===== config.mk =====
export PLATFORM = sky130hd
export DESIGN_NAME = ccr_access_ctrl
export DESIGN_NICKNAME = d
export VERILOG_FILES = /design/src/rtl/ccr_pkg.sv /design/src/rtl/ccr_pointer.sv /design/src/rtl/ccr_stage.sv /design/src/rtl/ccr_regs.sv /design/src/rtl/ccr_access_ctrl.sv
export SDC_FILE = /design/constraint.sdc
export NUM_CORES = 1
export LEC_CHECK = 0
export BUFFER_PORTS_ARGS = -buffer_cell sky130_fd_sc_hd__buf_4
export CAP_MARGIN = 20
export CORE_UTILIZATION = 55
export CTS_BUF_LIST = sky130_fd_sc_hd__clkbuf_2
export DETAILED_ROUTE_END_ITERATION = 8
export GPL_TIMING_DRIVEN = 0
export PLACE_DENSITY = 0.78
export SLEW_MARGIN = 25
export SYNTH_ARGS = -nofsm -noshare
export SYNTH_HDL_FRONTEND = slang
export SYNTH_SLANG_ARGS = --single-unit

===== constraint.sdc =====
create_clock -name clk -period 1.9 [get_ports clk]
set_input_delay 0.095 -clock clk [delete_from_list [all_inputs] [get_ports clk]]
set_output_delay 0.095 -clock clk [all_outputs]
set_load 0.05 [all_outputs]

===== src/rtl/ccr_pkg.sv =====
package ccr_pkg;
  localparam int CCR_AW      = 6;
  localparam int CCR_DW      = 8;
  localparam int SEC_MAX     = 8;                    // widest section in bytes
  localparam int OFF_W       = $clog2(SEC_MAX);
  localparam int ALM_BYTES   = 8;
  localparam int CTRL_BYTES  = 4;
  localparam int CFG_BYTES   = 2 * ALM_BYTES + CTRL_BYTES;
  localparam logic [CCR_AW-1:0] ALM0_BASE = 6'h00;
  localparam logic [CCR_AW-1:0] ALM1_BASE = 6'h08;
  localparam logic [CCR_AW-1:0] CTRL_BASE = 6'h10;
  localparam logic [CCR_AW-1:0] TIME_BASE = 6'h30;
  localparam logic [CCR_AW-1:0] STAT_ADDR = 6'h3F;
  localparam logic [CCR_DW-1:0] CENTURY_RST = 8'h20;

  typedef enum logic [2:0] {
    SEC_NONE, SEC_ALM0, SEC_ALM1, SEC_CTRL, SEC_TIME, SEC_STAT
  } ccr_sec_e;

  function automatic ccr_sec_e sec_of(input logic [CCR_AW-1:0] a);
    if (a < ALM1_BASE)                                  return SEC_ALM0;
    else if (a < CTRL_BASE)                             return SEC_ALM1;
    else if (a < CTRL_BASE + CCR_AW'(CTRL_BYTES))       return SEC_CTRL;
    else if (a >= TIME_BASE && a < TIME_BASE + CCR_AW'(SEC_MAX)) return SEC_TIME;
    else if (a == STAT_ADDR)                            return SEC_STAT;
    else                                                return SEC_NONE;
  endfunction

  // next pointer value: wrap inside the section, plain increment elsewhere
  function automatic logic [CCR_AW-1:0] next_ptr(input logic [CCR_AW-1:0] a);
    logic [CCR_AW-1:0] n;
    case (sec_of(a))
      SEC_ALM0, SEC_ALM1, SEC_TIME: n = {a[CCR_AW-1:3], a[2:0] + 3'd1};
      SEC_CTRL:                     n = {a[CCR_AW-1:2], a[1:0] + 2'd1};
      SEC_STAT:                     n = a;
      default:                      n = a + 1'b1;
    endcase
    return n;
  endfunction

  function automatic ccr_sec_e cfg_idx_sec(input int i);
    if (i < ALM_BYTES)          return SEC_ALM0;
    else if (i < 2 * ALM_BYTES) return SEC_ALM1;
    else                        return SEC_CTRL;
  endfunction

  function automatic logic [CCR_AW-1:0] sec_base(input ccr_sec_e s);
    case (s)
      SEC_ALM1: return ALM1_BASE;
      SEC_CTRL: return CTRL_BASE;
      SEC_TIME: return TIME_BASE;
      SEC_STAT: return STAT_ADDR;
      default:  return ALM0_BASE;
    endcase
  endfunction
endpackage


===== src/rtl/ccr_pointer.sv =====
module ccr_pointer
  import ccr_pkg::*;
(
  input  logic              clk,
  input  logic              rst,
  input  logic              bus_start,
  input  logic              addr_valid,
  input  logic [CCR_AW-1:0] addr_in,
  input  logic              step,
  output logic [CCR_AW-1:0] ptr,
  output ccr_sec_e          sec,
  output logic              accept,
  output logic              term
);
  logic stat_used;

  assign sec    = sec_of(ptr);
  assign accept = step && !term && !(sec == SEC_STAT && stat_used);

  always_ff @(posedge clk) begin
    if (rst) begin
      ptr       <= '0;
      stat_used <= 1'b0;
      term      <= 1'b0;
    end else if (bus_start) begin
      stat_used <= 1'b0;
      term      <= 1'b0;
    end else if (addr_valid) begin
      ptr       <= addr_in;
      stat_used <= 1'b0;
      term      <= 1'b0;
    end else if (step && !term) begin
      if (sec == SEC_STAT && stat_used) begin
        term <= 1'b1;
      end else begin
        ptr <= next_ptr(ptr);
        if (sec == SEC_STAT) stat_used <= 1'b1;
      end
    end
  end
endmodule


===== src/rtl/ccr_stage.sv =====
module ccr_stage
  import ccr_pkg::*;
(
  input  logic                      clk,
  input  logic                      rst,
  input  logic                      clear,
  input  logic                      wr_valid,
  input  logic                      accept,
  input  logic [CCR_AW-1:0]         ptr,
  input  ccr_sec_e                  sec,
  input  logic [CCR_DW-1:0]         wr_data,
  output logic [SEC_MAX*CCR_DW-1:0] stage_data,
  output logic [SEC_MAX-1:0]        stage_mask,
  output ccr_sec_e                  stage_sec
);
  logic [CCR_DW-1:0] buf_q [SEC_MAX];
  logic [OFF_W-1:0]  off;

  assign off = ptr[OFF_W-1:0];

  always_ff @(posedge clk) begin
    if (rst) begin
      stage_mask <= '0;
      stage_sec  <= SEC_NONE;
      for (int i = 0; i < SEC_MAX; i++) buf_q[i] <= '0;
    end else if (clear) begin
      stage_mask <= '0;
    end else if (wr_valid && accept && sec != SEC_NONE) begin
      buf_q[off]      <= wr_data;
      stage_mask[off] <= 1'b1;
      stage_sec       <= sec;
    end
  end

  for (genvar g = 0; g < SEC_MAX; g++) begin : g_flat
    assign stage_data[g*CCR_DW +: CCR_DW] = buf_q[g];
  end
endmodule


===== src/rtl/ccr_regs.sv =====
module ccr_regs
  import ccr_pkg::*;
(
  input  logic                      clk,
  input  logic                      rst,
  input  logic                      bus_start,
  input  logic                      bus_stop,
  input  logic                      rd_req,
  input  logic                      accept,
  input  logic                      term,
  input  logic [CCR_AW-1:0]         ptr,
  input  ccr_sec_e                  sec,
  input  logic [SEC_MAX*CCR_DW-1:0] time_in,
  input  logic [2:0]                status_flags,
  input  logic [SEC_MAX*CCR_DW-1:0] stage_data,
  input  logic [SEC_MAX-1:0]        stage_mask,
  input  ccr_sec_e                  stage_sec,
  output logic [CCR_DW-1:0]         rd_data,
  output logic                      rd_valid,
  output logic                      time_commit,
  output logic                      cfg_commit,
  output logic [CCR_AW-1:0]         commit_base,
  output logic [SEC_MAX*CCR_DW-1:0] commit_data,
  output logic [SEC_MAX-1:0]        commit_mask,
  output logic                      rwel
);
  localparam int STAT_OFF = SEC_MAX - 1;

  logic [CCR_DW-1:0]         cfg_q [CFG_BYTES];
  logic [SEC_MAX*CCR_DW-1:0] snap_q;
  logic                      wel, rtcf;
  logic                      fire;
  logic [CCR_DW-1:0]         rd_mux;
  logic [CCR_DW-1:0]         stat_byte;

  assign fire      = bus_stop && (stage_mask != '0) && !term;
  assign stat_byte = stage_data[STAT_OFF*CCR_DW +: CCR_DW];

  always_comb begin
    case (sec)
      SEC_ALM0, SEC_ALM1, SEC_CTRL: rd_mux = cfg_q[ptr[4:0]];
      SEC_TIME: rd_mux = snap_q[ptr[OFF_W-1:0]*CCR_DW +: CCR_DW];
      SEC_STAT: rd_mux = {status_flags, 2'b00, rwel, wel, rtcf};
      default:  rd_mux = '0;
    endcase
  end

  always_ff @(posedge clk) begin
    if (rst) begin
      rd_data     <= '0;
      rd_valid    <= 1'b0;
      time_commit <= 1'b0;
      cfg_commit  <= 1'b0;
      commit_base <= '0;
      commit_data <= '0;
      commit_mask <= '0;
      snap_q      <= '0;
      rwel        <= 1'b0;
      wel         <= 1'b0;
      rtcf        <= 1'b1;
      for (int i = 0; i < CFG_BYTES; i++)
        cfg_q[i] <= ((i % ALM_BYTES) == ALM_BYTES - 1 && i < 2 * ALM_BYTES)
                    ? CENTURY_RST : '0;
    end else begin
      rd_valid    <= rd_req;
      time_commit <= 1'b0;
      cfg_commit  <= 1'b0;
      if (rd_req) rd_data <= accept ? rd_mux : '0;
      if (bus_start) snap_q <= time_in;
      if (fire) begin
        commit_base <= sec_base(stage_sec);
        commit_data <= stage_data;
        commit_mask <= stage_mask;
        if (stage_sec == SEC_STAT) begin
          rwel <= stat_byte[2];
          wel  <= stat_byte[1];
        end else if (rwel) begin
          if (stage_sec == SEC_TIME) begin
            time_commit <= 1'b1;
            rtcf        <= 1'b0;
          end else begin
            cfg_commit <= 1'b1;
            for (int i = 0; i < CFG_BYTES; i++)
              if (cfg_idx_sec(i) == stage_sec && stage_mask[i % SEC_MAX])
                cfg_q[i] <= stage_data[(i % SEC_MAX)*CCR_DW +: CCR_DW];
          end
        end
      end
    end
  end
endmodule


===== src/rtl/ccr_access_ctrl.sv =====
module ccr_access_ctrl
  import ccr_pkg::*;
(
  input  logic                      clk,
  input  logic                      rst,
  input  logic                      bus_start,
  input  logic                      bus_stop,
  input  logic                      addr_valid,
  input  logic [CCR_AW-1:0]         addr_in,
  input  logic                      wr_valid,
  input  logic [CCR_DW-1:0]         wr_data,
  input  logic                      rd_req,
  output logic [CCR_DW-1:0]         rd_data,
  output logic                      rd_valid,
  input  logic [SEC_MAX*CCR_DW-1:0] time_in,
  input  logic [2:0]                status_flags,
  output logic                      time_commit,
  output logic                      cfg_commit,
  output logic [CCR_AW-1:0]         commit_base,
  output logic [SEC_MAX*CCR_DW-1:0] commit_data,
  output logic [SEC_MAX-1:0]        commit_mask
);
  logic [CCR_AW-1:0]         ptr;
  ccr_sec_e                  sec, stage_sec;
  logic                      accept, term, rwel;
  logic [SEC_MAX*CCR_DW-1:0] stage_data;
  logic [SEC_MAX-1:0]        stage_mask;

  ccr_pointer u_ptr (
    .clk, .rst, .bus_start, .addr_valid, .addr_in,
    .step(wr_valid | rd_req), .ptr, .sec, .accept, .term
  );

  ccr_stage u_stage (
    .clk, .rst, .clear(bus_start | addr_valid | bus_stop),
    .wr_valid, .accept, .ptr, .sec, .wr_data,
    .stage_data, .stage_mask, .stage_sec
  );

  ccr_regs u_regs (
    .clk, .rst, .bus_start, .bus_stop, .rd_req, .accept, .term, .ptr, .sec,
    .time_in, .status_flags, .stage_data, .stage_mask, .stage_sec,
    .rd_data, .rd_valid, .time_commit, .cfg_commit, .commit_base,
    .commit_data, .commit_mask, .rwel
  );
endmodule


==> impl_metrics.toml, run 1 <==
[logic_synthesis]
syn_area_per_cell_um2 = 11.3
postSynthCellCount = 1510
ys_types = 71
syn_area_um2 = 17000
ys.flop_type = "edfxtp_1"
synth_edf_count = 208
ys_seq_elements = 397
mappedNetlistNets = 1599
synth-async-reset-ratio_pct = 0
seq_area_frac_synth_pct = 59.0
synth_warnings = 0

[critical_path]
crit_type = "input port to register"
path_cells = "buf_4, nor4_4, dlygate4sd3_1, nand3b_2, a211o_4, nor3_4, or2_4"
cp-end-kind = "register"
required_ps = 2590
cp_slowest_stage_delay_ps = 1140
reg2reg_depth = 7
arrival_ps = 2840
crit_path_top_delay_cell = "dlygate4sd3_1"
worstPathMaxFanout = 9
critPathLaunchType = "input port"

[die]
pin_count = 177
die-height_um = 178
core-area_um2 = 30500
fp.dieW_um = 178
die-area_um2 = 31600
start_util_pct = 55.8
rows = 64

[place]
port_buffers = 174
dp_hpwl_mm = 41.7
place.gp.congestion = 1.03

[clock_network]
clk_pin_slew_ps = 110
cts_max_level = 3
clock-sinks = 397
cts_buffers = 100
clockBufferDepth = 3
insertion_delay_ps = 1030
root_buffer = "clkbuf_2"
tritoncts = "built"

[sta]
worst_slew_pin_slew_ps = 1050
setup_violations = 222
rsz0062_at_grt = "true"
finalCritPeriodShare_pct = 113
clock.fmax_mhz = 465
relSlewSlack_pct = 30.1
drv_slew = 0
finalHoldViolations = 0
worst_slack_ps = -250
clock_skew_ps = 102
hold_ws_ps = 43.8
min_period_ps = 2150

[pwr]
power.density_nw_per_um2 = 761
max-vdd-ir-drop_mv = 0.540
p_leak_nw = 9.83

[detailed_routing]
totalWireLength_mm = 68.8
vias = 15700
routedWlPerCell_um = 27.3
drt_first_pass_iters = 9
drc = 0
drt_iter0_drc = 2129
ant_nets = 0
via_per_inst = 6.23

[job]
max_cap_viol_count = 0

[finish]
synthToLayoutAreaGrowth_pct = 40.2
finish.utilization_pct = 78.1
nets = 2125
layout_commonest_cell = "buf_4"
drive_gt1_share_pct = 34.3
final_cell_mix = "buf_4, edfxtp_1, dlygate4sd3_1"
num-fill-cells = 1808

[grt]
track_usage_pct = 41.9
grt_start_max_net_pins = 17
grt_antenna_before_repair = 6
grt_pass1_wl_mm = 94.3
overflow = 0
grt_pass1_vias = 15000

[status]
failed_checks = "negative setup slack"
status = "finished with violations"

[worst_hold_path]
hp-class = "input port to register"
hold_path_depth = 3
==> cells in the mapped netlist (4+ instances only) <==
master       n  area share (%)
o32ai_1      6            0.31
nand2b_1    29             1.1
mux2_2      36             2.4
buf_1        5            0.11
a211oi_1     9            0.40
mux4_2      17             2.3
nor3_1      16            0.47
a211o_1      8            0.41
a21oi_1     94             2.8
and2_1      65             2.4
nor2b_1      8            0.29
a2111oi_0    5            0.26
a22oi_1      4            0.18
a41o_1       4            0.24
edfxtp_1   208              37
a21o_1      24             1.1
o22ai_1     18            0.66
a221oi_1     8            0.41
or3_1        4            0.15
o21ai_0     18            0.53
buf_4        6            0.26
dfxtp_1    189              22
buf_2       31            0.91
mux2i_1     96             5.6
or2_2       12            0.44
nor4_1       5            0.18
nor3b_1      4            0.18
clkbuf_1    67             1.5
inv_1       26            0.57
nor2_1     127             2.8
o31ai_1      4            0.18
nand3b_1     5            0.22
nand2_1    180             4.0
and3_1      99             3.6
o221ai_1    14            0.72
nand3_1      5            0.15
==> through the flow <==
step,cell area (um2),setup WS [ps],cells,setup TNS [ps],power (mW)
after floorplan,17100,-140,1510,-3380,10.6
after global placement,18900,-1180,2080,-381260,11.3
after CTS,23000,-181,2489,-8730,17.7
after global routing,23800,-233,2519,-21870,18.6
final,23800,-250,2520,-23960,18.1
after detailed placement,18900,-1200,2080,-388260,11.3
==> cell families after synthesis <==
group	count (synthesis)	synth area share, %
AO/OA/AOI/OAI	245	9.83
adder cells (fa/ha/maj)	1	0.0735
buffers and inverters	140	3.55
flip-flops	397	59.0
multiplexers	149	10.3
AND/OR/NAND/NOR	578	17.3
==> state kept, by name (all words and copies together) (netlist names), 3 cells and up <==
signal / cells
u_stage.stage_sec: 3
u_stage.buf_q: 64
u_regs.commit_base: 4
u_regs.snap_q: 64
u_stage.stage_mask: 8
u_regs.rd_data: 8
u_regs.commit_data: 64
u_regs.commit_mask: 8
u_ptr.ptr: 6
u_regs.cfg_q: 160
==> final cells by class <==
| class | instances | area [um2] | share of cell area, % |
|---|---|---|---|
| sequential | 397 | 10100 | 42.3 |
| antenna | 5 | 12.5 | 0.0525 |
| tap | 396 | 495 | 2.08 |
| inverter | 27 | 110 | 0.462 |
| timing repair buffer | 430 | 3970 | 16.7 |
| clock inverter | 23 | 144 | 0.604 |
| buffer | 106 | 865 | 3.63 |
| multi-input combinational | 974 | 7360 | 30.9 |
| clock buffer | 162 | 811 | 3.40 |
==> worst max-delay path: cells and delay by family <==
kind            cells  cell delay (ps)
compound gates      1              450
buf+inv             2             1270
simple gates        4             1010
==> final timing paths <==
check,startpoint,end,slack [ps]
max,bus_start,u_stage.buf_q[0][4],-250
min,wr_data[6],u_stage.buf_q[6][6],40
max reg2reg,u_ptr.ptr[0],u_regs.rd_data[5],-230
min reg2reg,u_stage.buf_q[2][4],u_regs.commit_data[20],450
==> repair_timing <==
item	4_1_cts	5_1_grt
endpoints found under the setup margin	520	420
gates cloned	4	8
buffers inserted	51	27
pin swaps	32	32
endpoints found under the hold margin	284	0
gates resized for setup	241	147
hold buffers	176	0
==> power by group <==
| part | internal (mW) | switching [mW] | leakage [nW] | total, mW |
|---|---|---|---|---|
| Sequential | 9.25 | 0.218 | 3.69 | 9.47 |
| Clock | 2.42 | 3.73 | 0.741 | 6.15 |
| Combinational | 1.13 | 1.38 | 5.40 | 2.51 |
==> metal layers <==
metal	track usage [%]	vias to the layer above	part of all wire, %
met4	30.4	4	8.4
li1	-	6573	-
met3	10.4	352	12
met1	50.6	7479	35
met2	65.3	1291	45
met5	0	-	0.15
No activity file was read; power rests on OpenSTA's default activity.
==> run 2: changes to the inputs <==
==> constraint.sdc (replaced) <==
create_clock -name clk -period 1.9 [get_ports clk]
set_input_delay 0.285 -clock clk [delete_from_list [all_inputs] [get_ports clk]]
set_output_delay 0.285 -clock clk [all_outputs]
set_load 0.05 [all_outputs]
==> run 2 against run 1 <==
The run still ends with negative setup slack left; power down 1.1%; sequential share of layout area rose by 1.5 points; worst hold slack gained 7.1 ps; die area is the same; clock-buffer cell count increased by 4; clock skew up 8.0 ps; critical path depth up 1; non-clock buffer count decreased by 84; critical endpoint is now u_regs.rd_data[1]; largest cell class unchanged; highest routed layer is now met4.
==> impl_metrics.toml, run 2 (synthesized netlist as in run 1, its figures left out) <==
[status]
status = "finished with violations"
failed_checks = "negative setup slack"

[clock_network]
tritoncts = "built"
clock-sinks = 397
cts_buffers = 100
clk_pin_slew_ps = 130
insertion_delay_ps = 1010
cts_max_level = 3
root_buffer = "clkbuf_2"
clockBufferDepth = 3

[detailed_routing]
vias = 15200
drt_first_pass_iters = 6
totalWireLength_mm = 65.4
drc = 0
drt_iter0_drc = 1884
via_per_inst = 6.24
routedWlPerCell_um = 26.8
ant_nets = 0

[finish]
final_cell_mix = "buf_4, edfxtp_1, dfxtp_1"
layout_commonest_cell = "buf_4"
layout.cells.non_filler = 2438
fin_area_um2 = 23000
top_register = "u_regs.cfg_q"
synthToLayoutAreaGrowth_pct = 35.4
largest_reg_flops = 160
finish.utilization_pct = 75.5
drive_gt1_share_pct = 36.9
nets = 2041

[critical_path]
r2r_start = "u_ptr.ptr[0]"
cp-end-kind = "register"
crit_type = "register to register"
crit_family = "compound AO/OA/AOI/OAI gates"
critPathLaunchType = "register"
worst-path-buf-inv = 3
endpoint = "u_regs.rd_data[1]"
worstPathMaxFanout = 6
r2r_setup_slack_ps = -330
reg2reg_depth = 8
crit_cells = 8
required_ps = 2740
cp-startpoint = "u_ptr.ptr[0]"
path_cells = "buf_12, buf_6, buf_4, mux4_2, and3_1, a211oi_2, a2bb2oi_2, o32ai_1"
crit_path_top_delay_cell = "mux4_2"
arrival_ps = 3070
cp_slowest_stage_delay_ps = 500
r2r-end = "u_regs.rd_data[1]"

[grt]
track_usage_pct = 39.6
grt_pass1_vias = 14400
grt_start_max_net_pins = 15
grt_antenna_before_repair = 2
grt_pass1_wl_mm = 89.4
overflow = 0

[place]
dpl-instance-area_um2 = 18900
dp_hpwl_mm = 42.4
place.gp.congestion = 1.03
port_buffers = 174
place_inst = 2081

[sta]
worst_slew_pin_slew_ps = 1250
min_period_ps = 2230
drv_slew = 0
clock_skew_ps = 110
setup_violations = 251
relSlewSlack_pct = 16.7
hold_ws_ps = 50.9
rsz0062_at_grt = "true"
clock.fmax_mhz = 449
finalCritPeriodShare_pct = 117
worst_slack_ps = -327
finalHoldViolations = 0

[pwr]
switchingPower_mw = 5.25
p_leak_nw = 9.47
netSwitchingFraction_pct = 29.2
p_int_mw = 12.7
power_frac_seq_pct = 52.7
pwr-share-clk_pct = 34.2
max-vdd-ir-drop_mv = 0.512
p_total_mw = 17.9
combPwrFrac_pct = 13.1
power.density_nw_per_um2 = 779

[job]
max_cap_viol_count = 0

[die]
fp.dieW_um = 178
die-area_um2 = 31600
core-area_um2 = 30500
pin_count = 177
rows = 64
die-height_um = 178
start_util_pct = 55.8

[worst_hold_path]
hp-class = "input port to register"
run 2: changes by cell type in the layout (fill, tap and decap cells not counted), moves of 7 or more:
cell and delta:
buf_6 +9, and2_4 +8, and3_4 +9, and2_1 -8, dlygate4sd3_1 -87, and3_1 -9, o21ai_1 +7
run 2: power groups by stage:
stage,clock [mW],combinational (mW),sequential (mW)
after global placement,0,1.71,9.62
after detailed placement,0,1.72,9.63
after floorplan,0,0.937,9.62
after CTS,6.03,2.07,9.43
after global routing,6.53,2.40,9.47
final,6.14,2.34,9.46
run 2: what timing repair did:
action / in CTS / in global routing
gates resized for setup: 216 / 200
hold buffers: 90 / 0
buffers inserted: 48 / 29
setup endpoints to repair: 526 / 397
gates cloned: 3 / 7
pin swaps: 29 / 39
endpoints found under the hold margin: 164 / 0
run 2: routing by layer:
layer / share of wire (%) / GRT usage [%]
met2: 46 / 63.0
met4: 6.5 / 23.4
met1: 35 / 48.1
met3: 12 / 10.8
met5: 0 / 0.481
run 2: stage by stage:
stage / setup TNS (ps) / worst slack (ps)
2_1_floorplan: -7690 / -211
3_3_place_gp: -407270 / -1290
3_5_place_dp: -356140 / -1130
4_1_cts: -5200 / -232
5_1_grt: -17970 / -345
6_report: -15310 / -327
run 2: worst min path at each step:
stage | from | endpoint | slack [ps] | cells past startpoint
after global routing | rst | u_stage.buf_q[3][7] | 3 | 6
after global placement | u_stage.buf_q[2][6] | u_regs.commit_data[22] | 440 | 2
after floorplan | wr_data[0] | u_stage.buf_q[3][0] | 390 | 2
after detailed placement | u_stage.buf_q[2][1] | u_regs.commit_data[17] | 450 | 2
after CTS | rst | u_stage.buf_q[3][7] | 20 | 6
final | rst | u_stage.buf_q[3][7] | 50 | 6
run 2: worst min-delay path: stages:
cell and delay, ps:
buf_6 120, nor4_4 60, nand3b_4 100, a2111oi_4 60, buf_6 150, o21ai_0 150
run 2: cell type report:
type	instances	area [um2]
Antenna cell	3	7.51
Buffer	106	802
Clock buffer	166	831
Clock inverter	23	123
Fill cell	1920	7480
Inverter	27	110
Multi-Input combinational cell	974	7460
Sequential cell	397	10100
Tap cell	396	495
Timing Repair Buffer	346	3110
==> run 3: changes to the inputs <==
--- a/config.mk
+++ b/config.mk
@@ -7,11 +7,11 @@
 export LEC_CHECK = 0
 export BUFFER_PORTS_ARGS = -buffer_cell sky130_fd_sc_hd__buf_4
 export CAP_MARGIN = 20
-export CORE_UTILIZATION = 55
+export CORE_UTILIZATION = 60
 export CTS_BUF_LIST = sky130_fd_sc_hd__clkbuf_2
 export DETAILED_ROUTE_END_ITERATION = 8
 export GPL_TIMING_DRIVEN = 0
-export PLACE_DENSITY = 0.78
+export PLACE_DENSITY = 0.81
 export SLEW_MARGIN = 25
 export SYNTH_ARGS = -nofsm -noshare
 export SYNTH_HDL_FRONTEND = slang
==> constraint.sdc (replaced) <==
create_clock -name clk -period 2.25 [get_ports clk]
set_input_delay 0.3375 -clock clk [delete_from_list [all_inputs] [get_ports clk]]
set_output_delay 0.3375 -clock clk [all_outputs]
set_load 0.05 [all_outputs]
==> run 3 against run 2 <==
The flow still finishes with violations (negative setup slack); design area decreased by 7.9%; critical path depth shrank 3; global-route usage rose by 2.2 points; register-to-register slack better by 330 ps; die area down 8.2%; sequential power decreased by 16%; wire length fell by 7.4%; sequential share of layout area grew 3.5 points; clock skew down 22 ps; utilization up 0.69 points; clock power shrank 20%; critical endpoint is now u_regs.cfg_q[16][0].
==> impl_metrics.toml, run 3 (synthesized netlist as in run 1, its figures left out) <==
[critical_path]
r2r_start = "u_ptr.ptr[0]"
cp-startpoint = "rst"
worstPathMaxFanout = 10
crit_type = "input port to register"
arrival_ps = 2970
required_ps = 2890
critPathLaunchType = "input port"
cp-end-kind = "register"

[detailed_routing]
routedWlPerCell_um = 25.8
ant_nets = 0
drt_first_pass_iters = 7
via_per_inst = 6.16
drt_iter0_drc = 1681
vias = 14500
totalWireLength_mm = 60.6
drc = 0

[place]
port_buffers = 174
pre_cts_slack_ps = -871
place.gp.congestion = 1.02
dpl-instance-area_um2 = 18800
place_inst = 2062
dp_hpwl_mm = 41.9

[finish]
fin_area_um2 = 21200
regArea_um2 = 10000
top_register = "u_regs.cfg_q"
num-fill-cells = 1817
largest_reg_flops = 160
synthToLayoutAreaGrowth_pct = 24.7
multiInputGateArea_um2 = 6640
nets = 1978
layout.cells.non_filler = 2352
drive_gt1_share_pct = 27.5
final_cell_mix = "edfxtp_1, buf_4, dfxtp_1"
layout_commonest_cell = "edfxtp_1"

[clock_network]
clockBufferDepth = 3
cts_buffers = 96
root_buffer = "clkbuf_2"
cts_max_level = 3
clk_pin_slew_ps = 100
tritoncts = "built"
clock-sinks = 397
insertion_delay_ps = 1010

[die]
die-height_um = 170
die-area_um2 = 29000
start_util_pct = 61.1
fp.dieW_um = 170
core-area_um2 = 27900
rows = 61
pin_count = 177

[grt]
overflow = 0
track_usage_pct = 41.8
grt_pass1_vias = 14000
grt_antenna_before_repair = 4
grt_start_max_net_pins = 17
grt_pass1_wl_mm = 86.3

[sta]
clock.fmax_mhz = 428
finalHoldViolations = 0
setup_violations = 10
finalCritPeriodShare_pct = 104
rsz0062_at_grt = "true"
tns_ps = -517
worst_slack_ps = -85.9
min_period_ps = 2340
drv_slew = 0
worst_slew_pin_slew_ps = 945
relSlewSlack_pct = 37.0
clock_skew_ps = 88.3

[pwr]
p_leak_nw = 8.91
max-vdd-ir-drop_mv = 0.460
power.density_nw_per_um2 = 691

[job]
max_cap_viol_count = 0

[status]
failed_checks = "negative setup slack"
status = "finished with violations"

[worst_hold_path]
hp-class = "input port to register"
min-delay-start = "bus_stop"
[run 3: changes by cell type in the layout (fill, tap and decap cells not counted), moves of 11 or more]
cell     previous run  this run
and3_1             46        99
and3_4             53         0
buf_6              42         9
buf_4             222       200
and2_1             48        65
and2_4             17         0
dfxtp_1           172       186
buf_12             15         3
dfxtp_4            12         0
a21o_4             12         1
[run 3: final timing paths]
check | to | slack [ps] | cells after the start
setup reg to reg | u_stage.buf_q[6][6] | 0 | 6
hold / removal | u_regs.time_commit | 70 | 5
setup / recovery | u_regs.cfg_q[16][0] | -90 | 5
hold reg to reg | u_regs.commit_data[19] | 460 | 2
[run 3: final cells by class]
class	count	share of cell area [%]
diodes	4	0.0472
plain buffers	111	3.17
clock buffers	156	3.68
clock inverters	23	0.602
inverters	27	0.501
multi-input cells	973	31.3
flip-flops and latches	397	47.3
well taps	378	2.23
repair buffers	283	11.2
[run 3: timing repair]
action | CTS | global route
endpoints found under the setup margin | 456 | 146
setup buffers | 12 | 2
resized for setup | 83 | 51
cloned | 0 | 0
pin swaps | 9 | 5
hold buffers | 89 | 4
hold endpoints to repair | 159 | 17
[run 3: metal layers]
metal	routed length (um)	share of wire, %	vias to the layer above	track usage, %
met5	0	0	-	0
met4	4180	6.9	0	28.0
met3	7400	12	264	12.2
met2	27000	45	1118	64.6
met1	22000	36	6835	51.0
li1	-	-	6265	-
[run 3: stage by stage]
stage / util, % / hold WS [ps] / total power, mW
2_1_floorplan: - / 432 / 8.91
3_3_place_gp: 67.4 / 445 / 9.55
3_5_place_dp: 67.5 / 447 / 9.56
4_1_cts: 75.3 / -276 / 14.5
5_1_grt: 76.1 / 47.8 / 15.1
6_report: 76.2 / 74.6 / 14.7
[run 3: power by group]
group          total (mW)  internal [mW]  switching [mW]
sequential           7.99           7.82           0.165
combinational        1.74          0.703            1.03
clock                4.93           1.87            3.06
total                14.7           10.4            4.26
[run 3: worst max-delay path: stages]
cell           delay (ps)
dlygate4sd3_1         570
buf_6                 180
clkbuf_1              620
clkbuf_1              780
a41o_1                470
